--- src/rtl/fifo_chain_pkg.sv ---
`timescale 1ns/1ps
package fifo_chain_pkg;
  typedef enum logic [1:0] {
    MODE_SOLO = 2'b00,
    MODE_WIDE = 2'b01,
    MODE_DEEP = 2'b10
  } fifo_mode_e;
endpackage

--- src/rtl/fifo_rst_sync.sv ---
`timescale 1ns/1ps
module fifo_rst_sync #(
  parameter int STAGES = 2
) (
  input  logic clk,
  input  logic arst_n,
  output logic srst_n
);
  logic [STAGES-1:0] shift_q;

  always_ff @(posedge clk or negedge arst_n) begin
    if (!arst_n) shift_q <= '0;
    else         shift_q <= {shift_q[STAGES-2:0], 1'b1};
  end

  assign srst_n = shift_q[STAGES-1];
endmodule

--- src/rtl/fifo_store.sv ---
`timescale 1ns/1ps
module fifo_store #(
  parameter int WIDTH = 9,
  parameter int DEPTH = 16,
  localparam int AW = $clog2(DEPTH)
) (
  input  logic             clk,
  input  logic             rst_n,
  input  logic             we,
  input  logic [AW-1:0]    waddr,
  input  logic [WIDTH-1:0] wdata,
  input  logic             re,
  input  logic [AW-1:0]    raddr,
  output logic [WIDTH-1:0] rdata
);
  logic [WIDTH-1:0] cell_q [DEPTH];
  logic [WIDTH-1:0] rdata_q;

  // array carries no reset: contents are don't-care until written
  always_ff @(posedge clk) begin
    if (we) cell_q[waddr] <= wdata;
  end

  always_ff @(posedge clk or negedge rst_n) begin
    if (!rst_n)  rdata_q <= '0;
    else if (re) rdata_q <= cell_q[raddr];
  end

  assign rdata = rdata_q;
endmodule

--- src/rtl/fifo_token.sv ---
`timescale 1ns/1ps
module fifo_token (
  input  logic clk,
  input  logic rst_n,
  input  logic deep,
  input  logic first_ld,
  input  logic advance,
  input  logic grant,
  output logic auth
);
  logic flip_q, flip_d;

  // authority = strap XOR flip: reset value constant, owner set by strap
  assign auth = ~deep | (first_ld ^ flip_q);

  always_comb begin
    flip_d = flip_q;
    if (deep && ((advance && auth) || (grant && !auth))) flip_d = ~flip_q;
  end

  always_ff @(posedge clk or negedge rst_n) begin
    if (!rst_n) flip_q <= 1'b0;
    else        flip_q <= flip_d;
  end
endmodule

--- src/rtl/fifo_ptr_ctrl.sv ---
`timescale 1ns/1ps
module fifo_ptr_ctrl #(
  parameter int DEPTH = 16,
  localparam int AW = $clog2(DEPTH),
  localparam int CW = AW + 1
) (
  input  logic          clk,
  input  logic          rst_n,
  input  logic          wr_n,
  input  logic          rd_n,
  input  logic          rewind_req,
  input  logic          wr_auth,
  input  logic          rd_auth,
  output logic          wr_fire,
  output logic          rd_fire,
  output logic          wr_last,
  output logic          rd_last,
  output logic [AW-1:0] wptr,
  output logic [AW-1:0] rptr,
  output logic [CW-1:0] count,
  output logic          wrapped,
  output logic          empty,
  output logic          full,
  output logic          half
);
  localparam logic [AW-1:0] LAST = AW'(DEPTH - 1);
  localparam logic [CW-1:0] HALF = CW'(DEPTH / 2);
  localparam logic [CW-1:0] TOP  = CW'(DEPTH);

  logic [AW-1:0] wptr_q, wptr_d, rptr_q, rptr_d;
  logic [CW-1:0] cnt_q, cnt_d;
  logic          wrap_q, wrap_d;
  logic          rdh_q;
  logic          rd_edge, rew_fire;

  assign empty   = (cnt_q == '0);
  assign full    = (cnt_q == TOP);
  assign half    = (cnt_q >= HALF);
  assign rd_edge = rdh_q & ~rd_n;
  assign wr_fire = ~wr_n & ~full & wr_auth;
  assign rd_fire = rd_edge & ~empty & rd_auth;
  assign wr_last = (wptr_q == LAST);
  assign rd_last = (rptr_q == LAST);
  assign rew_fire = rewind_req & wr_n & rd_n & ~wrap_q;

  always_comb begin
    wptr_d = wptr_q + AW'(wr_fire);
    wrap_d = wrap_q | (wr_fire & wr_last);
    if (rew_fire) begin
      rptr_d = '0;
      cnt_d  = {1'b0, wptr_q};
    end else begin
      rptr_d = rptr_q + AW'(rd_fire);
      cnt_d  = cnt_q + CW'(wr_fire) - CW'(rd_fire);
    end
  end

  always_ff @(posedge clk or negedge rst_n) begin
    if (!rst_n) begin
      wptr_q <= '0;
      rptr_q <= '0;
      cnt_q  <= '0;
      wrap_q <= 1'b0;
      rdh_q  <= 1'b1;
    end else begin
      wptr_q <= wptr_d;
      rptr_q <= rptr_d;
      cnt_q  <= cnt_d;
      wrap_q <= wrap_d;
      rdh_q  <= rd_n;
    end
  end

  assign wptr    = wptr_q;
  assign rptr    = rptr_q;
  assign count   = cnt_q;
  assign wrapped = wrap_q;
endmodule

--- src/rtl/fifo_chain_buf.sv ---
`timescale 1ns/1ps
module fifo_chain_buf #(
  parameter int WIDTH = 9,
  parameter int DEPTH = 16,
  localparam int AW = $clog2(DEPTH),
  localparam int CW = AW + 1
) (
  input  logic             clk,
  input  logic             rst_n,
  input  logic [1:0]       mode_sel,
  input  logic             wr_n,
  input  logic [WIDTH-1:0] wr_data,
  input  logic             rd_n,
  input  logic             rt_fl_n,
  input  logic             xin_n,
  output logic [WIDTH-1:0] rd_data,
  output logic             rd_oe,
  output logic             empty,
  output logic             full,
  output logic             hf_xo
);
  import fifo_chain_pkg::*;

  logic          core_rst_n;
  logic          deep, first_ld, xin_hit;
  logic          wr_auth, rd_auth, wr_grant, rd_grant;
  logic          wr_fire, rd_fire, wr_last, rd_last;
  logic          wr_pass, rd_pass, half;
  logic [AW-1:0] wptr, rptr;
  logic [CW-1:0] count;
  logic          wrapped;
  logic          xo_q, xo_d;

  assign deep     = (mode_sel == MODE_DEEP);
  assign first_ld = ~rt_fl_n;
  assign xin_hit  = deep & ~xin_n;
  // write authority is restored before read authority
  assign wr_grant = xin_hit & ~wr_auth;
  assign rd_grant = xin_hit & wr_auth & ~rd_auth;
  assign wr_pass  = wr_fire & wr_last;
  assign rd_pass  = rd_fire & rd_last;

  fifo_rst_sync #(.STAGES(2)) u_rst (
    .clk(clk), .arst_n(rst_n), .srst_n(core_rst_n)
  );

  fifo_token u_wtok (
    .clk(clk), .rst_n(core_rst_n), .deep(deep), .first_ld(first_ld),
    .advance(wr_pass), .grant(wr_grant), .auth(wr_auth)
  );

  fifo_token u_rtok (
    .clk(clk), .rst_n(core_rst_n), .deep(deep), .first_ld(first_ld),
    .advance(rd_pass), .grant(rd_grant), .auth(rd_auth)
  );

  fifo_ptr_ctrl #(.DEPTH(DEPTH)) u_ctrl (
    .clk(clk), .rst_n(core_rst_n), .wr_n(wr_n), .rd_n(rd_n),
    .rewind_req(~deep & ~rt_fl_n), .wr_auth(wr_auth), .rd_auth(rd_auth),
    .wr_fire(wr_fire), .rd_fire(rd_fire), .wr_last(wr_last), .rd_last(rd_last),
    .wptr(wptr), .rptr(rptr), .count(count), .wrapped(wrapped),
    .empty(empty), .full(full), .half(half)
  );

  fifo_store #(.WIDTH(WIDTH), .DEPTH(DEPTH)) u_store (
    .clk(clk), .rst_n(core_rst_n), .we(wr_fire), .waddr(wptr),
    .wdata(wr_data), .re(rd_fire), .raddr(rptr), .rdata(rd_data)
  );

  assign xo_d = deep & (wr_pass | rd_pass);

  always_ff @(posedge clk or negedge core_rst_n) begin
    if (!core_rst_n) xo_q <= 1'b0;
    else             xo_q <= xo_d;
  end

  assign hf_xo = deep ? xo_q : half;
  assign rd_oe = ~rd_n;
endmodule

--- config.mk ---
export PLATFORM = sky130hd
export DESIGN_NAME = fifo_chain_buf
export DESIGN_NICKNAME = d
export VERILOG_FILES = /design/src/rtl/fifo_chain_pkg.sv /design/src/rtl/fifo_rst_sync.sv /design/src/rtl/fifo_store.sv /design/src/rtl/fifo_token.sv /design/src/rtl/fifo_ptr_ctrl.sv /design/src/rtl/fifo_chain_buf.sv
export SDC_FILE = /design/constraint.sdc
export NUM_CORES = 1
export LEC_CHECK = 0
export ABC_CLOCK_PERIOD_IN_PS = 1500
export BUFFER_PORTS_ARGS = -buffer_cell sky130_fd_sc_hd__buf_2
export CAP_MARGIN = 20
export CORE_ASPECT_RATIO = 2
export CORE_MARGIN = 10
export CORE_UTILIZATION = 27
export CTS_CLUSTER_SIZE = 12
export DETAILED_ROUTE_END_ITERATION = 16
export HOLD_SLACK_MARGIN = 0.06
export PLACE_DENSITY = 0.46
export SYNTH_ARGS = -nofsm -noshare
export SYNTH_HDL_FRONTEND = slang
export SYNTH_SLANG_ARGS = --single-unit
--- constraint.sdc ---
create_clock -name clk -period 1.5 [get_ports clk]
set_input_delay 0.45 -clock clk [delete_from_list [all_inputs] [get_ports clk]]
set_output_delay 0.45 -clock clk [all_outputs]
set_load 0.02 [all_outputs]
; After elaboration in Yosys (flattened, before gate mapping)
; Memory sizes are Yosys's and may differ from the RTL's. A register that Yosys moved wholly into a read port is not among the register bits.
; Cells that the tools add are included.
[word_totals]
ff_bits = 20
latch_bits = 0
ramBits = 144
rom_bits = 0
in_bits = 17
out_inout_bits = 13
wordCells = 70
mem_count = 1
[memory_table]
columns = name, depth, width, read_ports, rd_ports_with_merged_regs, write_ports, line_no
row1 = u_store.cell_q, 16, 9, 1, 1, 1, fifo_store.sv:16  ; logic [WIDTH-1:0] cell_q [DEPTH];
[classes]
add_sub_neg = 4
multipliers = 0
div = 0
order_cmp = 1
eq_ne = 4
shifts = 0
mux = 5
bitwise = 34
n_reduce_logical = 12
[ops]
columns = op, n
row1 = AND 1 bit, 16
row2 = inverter 1 bit, 12
row3 = adder 4 x 1 -> 4 bit, 2
row4 = equality test 4 bit (second input constant), 2
row5 = logical AND 1 bit, 6
row6 = adder 5 x 1 -> 5 bit, 1
row7 = equality test 5 bit (second input constant), 1
row8 = >= comparator 5 x 4 -> 1 bit (second input constant), 1
row9 = zero test 5 bit, 1
row10 = 2-to-1 mux 5 bit, 1
row11 = subtractor 5 x 1 -> 5 bit, 1
row12 = 2-to-1 mux 4 bit, 1
row13 = OR 1 bit, 4
row14 = zero test 1 bit, 3
row15 = 2-to-1 mux 1 bit, 3
row16 = equality test 2 bit (second input constant), 1
row17 = logical OR 1 bit, 2
row18 = XOR 1 bit, 2

; Logic depth before layout (Yosys ltp)
[logic_depth]
depth_word = 8
depth_mapped = 13
ltp_nobuf = 12

; Hierarchy
; Synthesis repeated with hierarchy kept, for this count alone.
[hier_totals]
cells_unflattened = 370
hier_area_um2 = 7150.6
[by_module_without_submodules]
columns = module, instances, cells_each, area_each_um2, seq_area_each_um2
row1 = fifo_store, 1, 265, 5989.5, 4549.4
row2 = fifo_ptr_ctrl, 1, 76, 862.1, 376.6
row3 = fifo_token, 2, 7, 71.3, 25.0
row4 = fifo_chain_buf, 1, 12, 102.6, 25.0
row5 = fifo_rst_sync, 1, 3, 53.8, 50.0

; Worst setup path after synthesis
; No wires, ideal clock.
[synth_timing]
path_kind = register -> register
start = register u_ctrl.cnt_q[2] (netlist: u_ctrl.count[2])
end = register u_ctrl.cnt_q[4] (netlist: u_ctrl.count[4])
setup_ns = 0.126
arrival_ns = 2.679
required_time_ns = 1.374
path_slack_ns = -1.305
stages_incl_launch_ff = 14
n_path_buf = 1
synth_period_minus_slack_ns = 2.805
cell_sequence = dfrtp_1 -> inv_1 -> ha_1 -> nor4b_2 -> a2111oi_4 -> buf_2 -> xor2_1 -> ha_1 -> inv_1 -> fa_1 -> nand2b_1 -> a21oi_1 -> or3_1 -> a21oi_1
[synth_between]
elab_cells_between_ends = 11
classes_between = add/sub (2) / eq/ne (1) / mux (1) / bitwise (6) / reduce/logical (1)
[synth_rtl]
columns = item, line_no
row1 = from (decl), fifo_ptr_ctrl.sv:31  ; logic [CW-1:0] cnt_q, cnt_d;
row2 = from (signal assigned), fifo_ptr_ctrl.sv:68  ; cnt_q <= cnt_d;
row3 = zero test 5 bit, fifo_ptr_ctrl.sv:36  ; assign empty = (cnt_q == '0);
row4 = net empty, fifo_chain_buf.sv:18  ; output logic empty,
row5 = inverter 1 bit, fifo_ptr_ctrl.sv:41  ; assign rd_fire = rd_edge & ~empty & rd_auth;
row6 = AND 1 bit (2 in series), fifo_ptr_ctrl.sv:41
row7 = subtractor 5 x 1 -> 5 bit, fifo_ptr_ctrl.sv:54  ; cnt_d = cnt_q + CW'(wr_fire) - CW'(rd_fire);
row8 = 2-to-1 mux 5 bit, fifo_ptr_ctrl.sv:49  ; if (rew_fire) begin
row9 = net u_ctrl.cnt_d[4], fifo_ptr_ctrl.sv:31
; The timed path passes the listed nets, and every way through them passes these cells.
; A chain may end at the register's enable or synchronous reset.

; Worst setup path after layout
[layout_timing]
start = register u_ctrl.cnt_q[2] (netlist: u_ctrl.count[2])
end = register u_ctrl.cnt_q[4] (netlist: u_ctrl.count[4])
[layout_between]
elab_chain_cells = 7
elab_cells_between_ends = 11
classes_between = add/sub (2) / eq/ne (1) / mux (1) / bitwise (6) / reduce/logical (1)
[layout_rtl]
columns = item, line_no
row1 = equality test 5 bit, fifo_ptr_ctrl.sv:37  ; assign full = (cnt_q == TOP);
row2 = inverter 1 bit, fifo_ptr_ctrl.sv:40  ; assign wr_fire = ~wr_n & ~full & wr_auth;
row3 = AND 1 bit (2 in series), fifo_ptr_ctrl.sv:40
row4 = adder 5 x 1 -> 5 bit, fifo_ptr_ctrl.sv:54
row5 = subtractor 5 x 1 -> 5 bit *, fifo_ptr_ctrl.sv:54
row6 = 2-to-1 mux 5 bit *, fifo_ptr_ctrl.sv:49
row7 = net u_ctrl.cnt_d[4], fifo_ptr_ctrl.sv:31
; Mark *: on every way through the listed nets, which the timed path passes. The rest lies on a longest branch.

==> summary.md <==
| Metric | Value |
|---|---|
| Buffers and inverters on the worst path | 2 |
| Initial Util | 0.272 |
| Tcrit/Tclk final | 1.59 |
| Cell Int Power | 0.0116 W |
| EDFF count, synth | 144 |
| Synth Register Bits | 173 |
| Worst Reg-to-Reg Cells | 12 |
| Gr ovfl total | 0 |
| Peak VDD IR | 811 uV |
| Clk pin slew, worst setup/hold paths | 70 ps |
| Max Cap Viol | 0 |
| CP max FO | 2 |
| Synth Cell Area | 0.00696 mm2 |
| Top FF cell, synth | edfxtp_1 |
| Vias per cell | 4.49 |
| Final Max Tran Viols | 0 |
| Worst Hold Class | flop to asynchronous set/reset pin |
| Chip height | 247 um |
| Clock share of power | 0.254 |
| Post-layout net count | 527 |
| WL final | 17.7 mm |
| Post-Syn Nets | 404 |
| R2R Path Start | u_ctrl.count[2] |
| Worst path depth | 12 |
| DR DRC count | 0 |
| Net Sw Frac | 0.323 |
| Gr usage total | 0.111 |
| Sequential share of power | 0.368 |
| Crit. Startpoint | u_ctrl.count[2] |
| Worst flop-to-flop path endpoint | u_ctrl.count[4] |
| Fin crit period | 2380 ps |
| Slowest cell on crit path | dfrtp_1 |
| CP dominant cell by count | inv_2 |
| Req. time, crit path | 1850 ps |
| Crit-path cells | inv_2 -> ha_4 -> and4bb_2 -> a211oi_4 -> xor2_1 -> ha_2 -> inv_2 -> fa_2 -> nand2b_4 -> a21oi_4 -> o21ai_1 -> a21oi_1 |
| Final HPWL DP | 12.3 mm |
| Sequential-to-total area share from yosys stat | 0.726 |
| Fraction of registers with async set/reset | 0.168 |
| Largest net degree at the start of global routing | 28 |
| Layout overhead on the synthesized area | 36.3% |
| First DRT Iteration DRCs | 212 |
| Root Driver | clkbuf_16 |
| Num CTS Buffers | 17 |
| CTS tree | done |
| Clock tree sinks | 173 |
| RSZ-0062 raised after global routing | true |
| Die Wd | 134 um |
| Share of Yosys cell area claimed by the top area cell type | 0.621 |
| Detail Route Antenna Nets | 0 |
| Final setup violation count | 173 |
| Antenna cells | 0 |
| Peak Freq | 420 MHz |
| Die ar. | 0.0330 mm2 |
| PD cells | 1810 mW/mm2 |
| Layout cell share with drive strength beyond 1 | 0.467 |
| Critical path type | flop to flop |
| Failing checks | setup timing |
| Placeable Area | 0.0255 mm2 |
| Drt wl/cell | 20.7 um |
| Leakage power | 3.31 nW |
| Synth Instances | 376 |
| Gate power share | 0.378 |
| Rows | 83 |
| Worst Setup EP | u_ctrl.count[4] |
| Net Sw Power | 0.00554 W |
| Syn_area_per_cell | 18.5 um2 |
| Dominant cell type by area after synthesis | edfxtp_1 |
| Vias post-DR | 3822 |
| Yosys cell types | 45 |
| PortBufs | 29 |
| Worst Clk Skew | 8.39 ps |
| Final WS setup | -878 ps |
| Ys Warns | 0 |
| Pre-Repair DR Iteration Count | 5 |
| Outcome | complete, but fails checks |
| Setup crit start kind | flop |
| Clk_lat worst skew | 430 ps |
| Family with the most delay on the worst path | adder cells |
| First-pass GRT wire length | 27.0 mm |
| Initial antenna violation count | 0 |
| CP endpoint kind | flop |
| Clock Path Buffers | 2 |
| Pre-CTS setup slack | -1160 ps |
| Crit path largest cell delay | 360 ps |
| Largest cells by area after synthesis | edfxtp_1 62%, mux4_2 12%, dfrtp_1 10% |
| Hold Vio Cnt, Final | 0 |
| I/O pins | 30 |
| Number of global-route vias before repair | 4398 |
| Routability congestion estimate | 0.739 |
| Worst Path Arrival | 2730 ps |
| H-tree lvl count | 4 |
| Final Total Pwr | 0.0172 W |
| Reg-to-reg setup timing slack | -880 ps |
[layout by cell type, fill, tap and decap left out, drive strengths merged, types with 3 or more instances in the layout]
master	Yosys	final
ha	10	10
a221oi	9	9
nor3	9	9
edfxtp	144	144
nor2	26	26
inv	11	15
xor2	6	6
mux2i	9	9
and2	5	5
a21oi	8	8
o21ai	3	3
clkinv	0	5
mux4	36	36
clkbuf	7	17
nand2b	6	6
xnor2	3	3
clkinvlp	0	4
buf	12	122
dfrtp	28	28
nand3	6	6
o22ai	9	9
nand2	5	5
[registers in the layout (all words and copies together) (netlist names), 2 cells and up]
name	flops
u_ctrl.count	5
u_store.rdata	9
u_ctrl.rptr	4
u_ctrl.wptr	4
u_rst.shift_q	2
u_store.cell_q	144
[layer usage]
layer | GRT usage | routed length (um) | up-vias
met1 | 0.101 | 5820 | 1997
met4 | 0.0405 | 270 | 0
li1 | - | - | 1746
met2 | 0.229 | 11100 | 62
met3 | 0.0246 | 454 | 17
met5 | 0 | 0 | -
[power groups by stage]
stage          Combinational, W  Sequential, W  Clock [W]
6_report                0.00650        0.00631    0.00436
3_5_place_dp            0.00574        0.00640          0
2_1_floorplan           0.00324        0.00638          0
3_3_place_gp            0.00564        0.00637          0
5_1_grt                 0.00705        0.00638    0.00466
4_1_cts                 0.00645        0.00632    0.00447
[cell type report]
cell class / count / area, um2
well taps: 340 / 425
fillers: 2435 / 16100
flip-flops and latches: 173 / 5050
multi-input cells: 173 / 2120
repair buffers: 123 / 1260
clock inverters: 15 / 163
inverters: 11 / 41.3
clock buffers: 17 / 425
[cell usage after synthesis (6+ instances only)]
| cell type | number |
|---|---|
| mux2i_1 | 9 |
| mux4_2 | 36 |
| o22ai_1 | 9 |
| nand3_1 | 6 |
| a21oi_1 | 8 |
| edfxtp_1 | 144 |
| inv_1 | 11 |
| dfrtp_1 | 28 |
| a221oi_1 | 9 |
| clkbuf_1 | 6 |
| nand2b_1 | 6 |
| xor2_1 | 6 |
| nor3_1 | 9 |
| ha_1 | 10 |
| nor2_1 | 26 |
[cell families (layout without fill, tap and decap cells)]
family                     count (synthesis)  after routing  share of synthesized area
DFF                                      173            173                      0.726
and+or+nand+nor                           68             68                     0.0500
muxes                                     45             45                      0.129
AOI/OAI and AO/OA                         39             39                     0.0424
buffers and inverters                     30            166                     0.0198
adders and majority gates                 11             11                     0.0209
xor gates and xnor gates                   9              9                     0.0113
other                                      1              1                   0.000539
[stage by stage]
stage	util	setup TNS (ps)	std cells	instance area [um2]	hold WS, ps
after floorplan	-	-114350	376	7110	154
after global placement	0.328	-121440	795	8380	236
after detailed placement	0.328	-122690	795	8380	238
after CTS	0.371	-114530	853	9470	269
after global routing	0.371	-129410	852	9490	276
final	0.371	-113440	852	9490	252
[repair_timing]
| item | in CTS | in global routing |
|---|---|---|
| hold buffers | 1 | 0 |
| pin swaps | 18 | 8 |
| buffers inserted | 21 | 6 |
| gates resized for setup | 55 | 20 |
| hold endpoints to repair | 2 | 0 |
| setup endpoints to repair | 174 | 175 |
| cloned | 5 | 0 |
[worst min-delay path by stage]
stage                           from                to  cells after the start
floorplan                      rst_n  u_rst.shift_q[0]                      0
global placement               rst_n  u_rst.shift_q[0]                      1
detailed placement             rst_n  u_rst.shift_q[1]                      1
CTS                 u_rst.shift_q[1]  u_store.rdata[5]                      1
global route                    rd_n      u_ctrl.rdh_q                      2
finish              u_rst.shift_q[1]  u_store.rdata[0]                      1
Power figures use the tool's default switching activity.
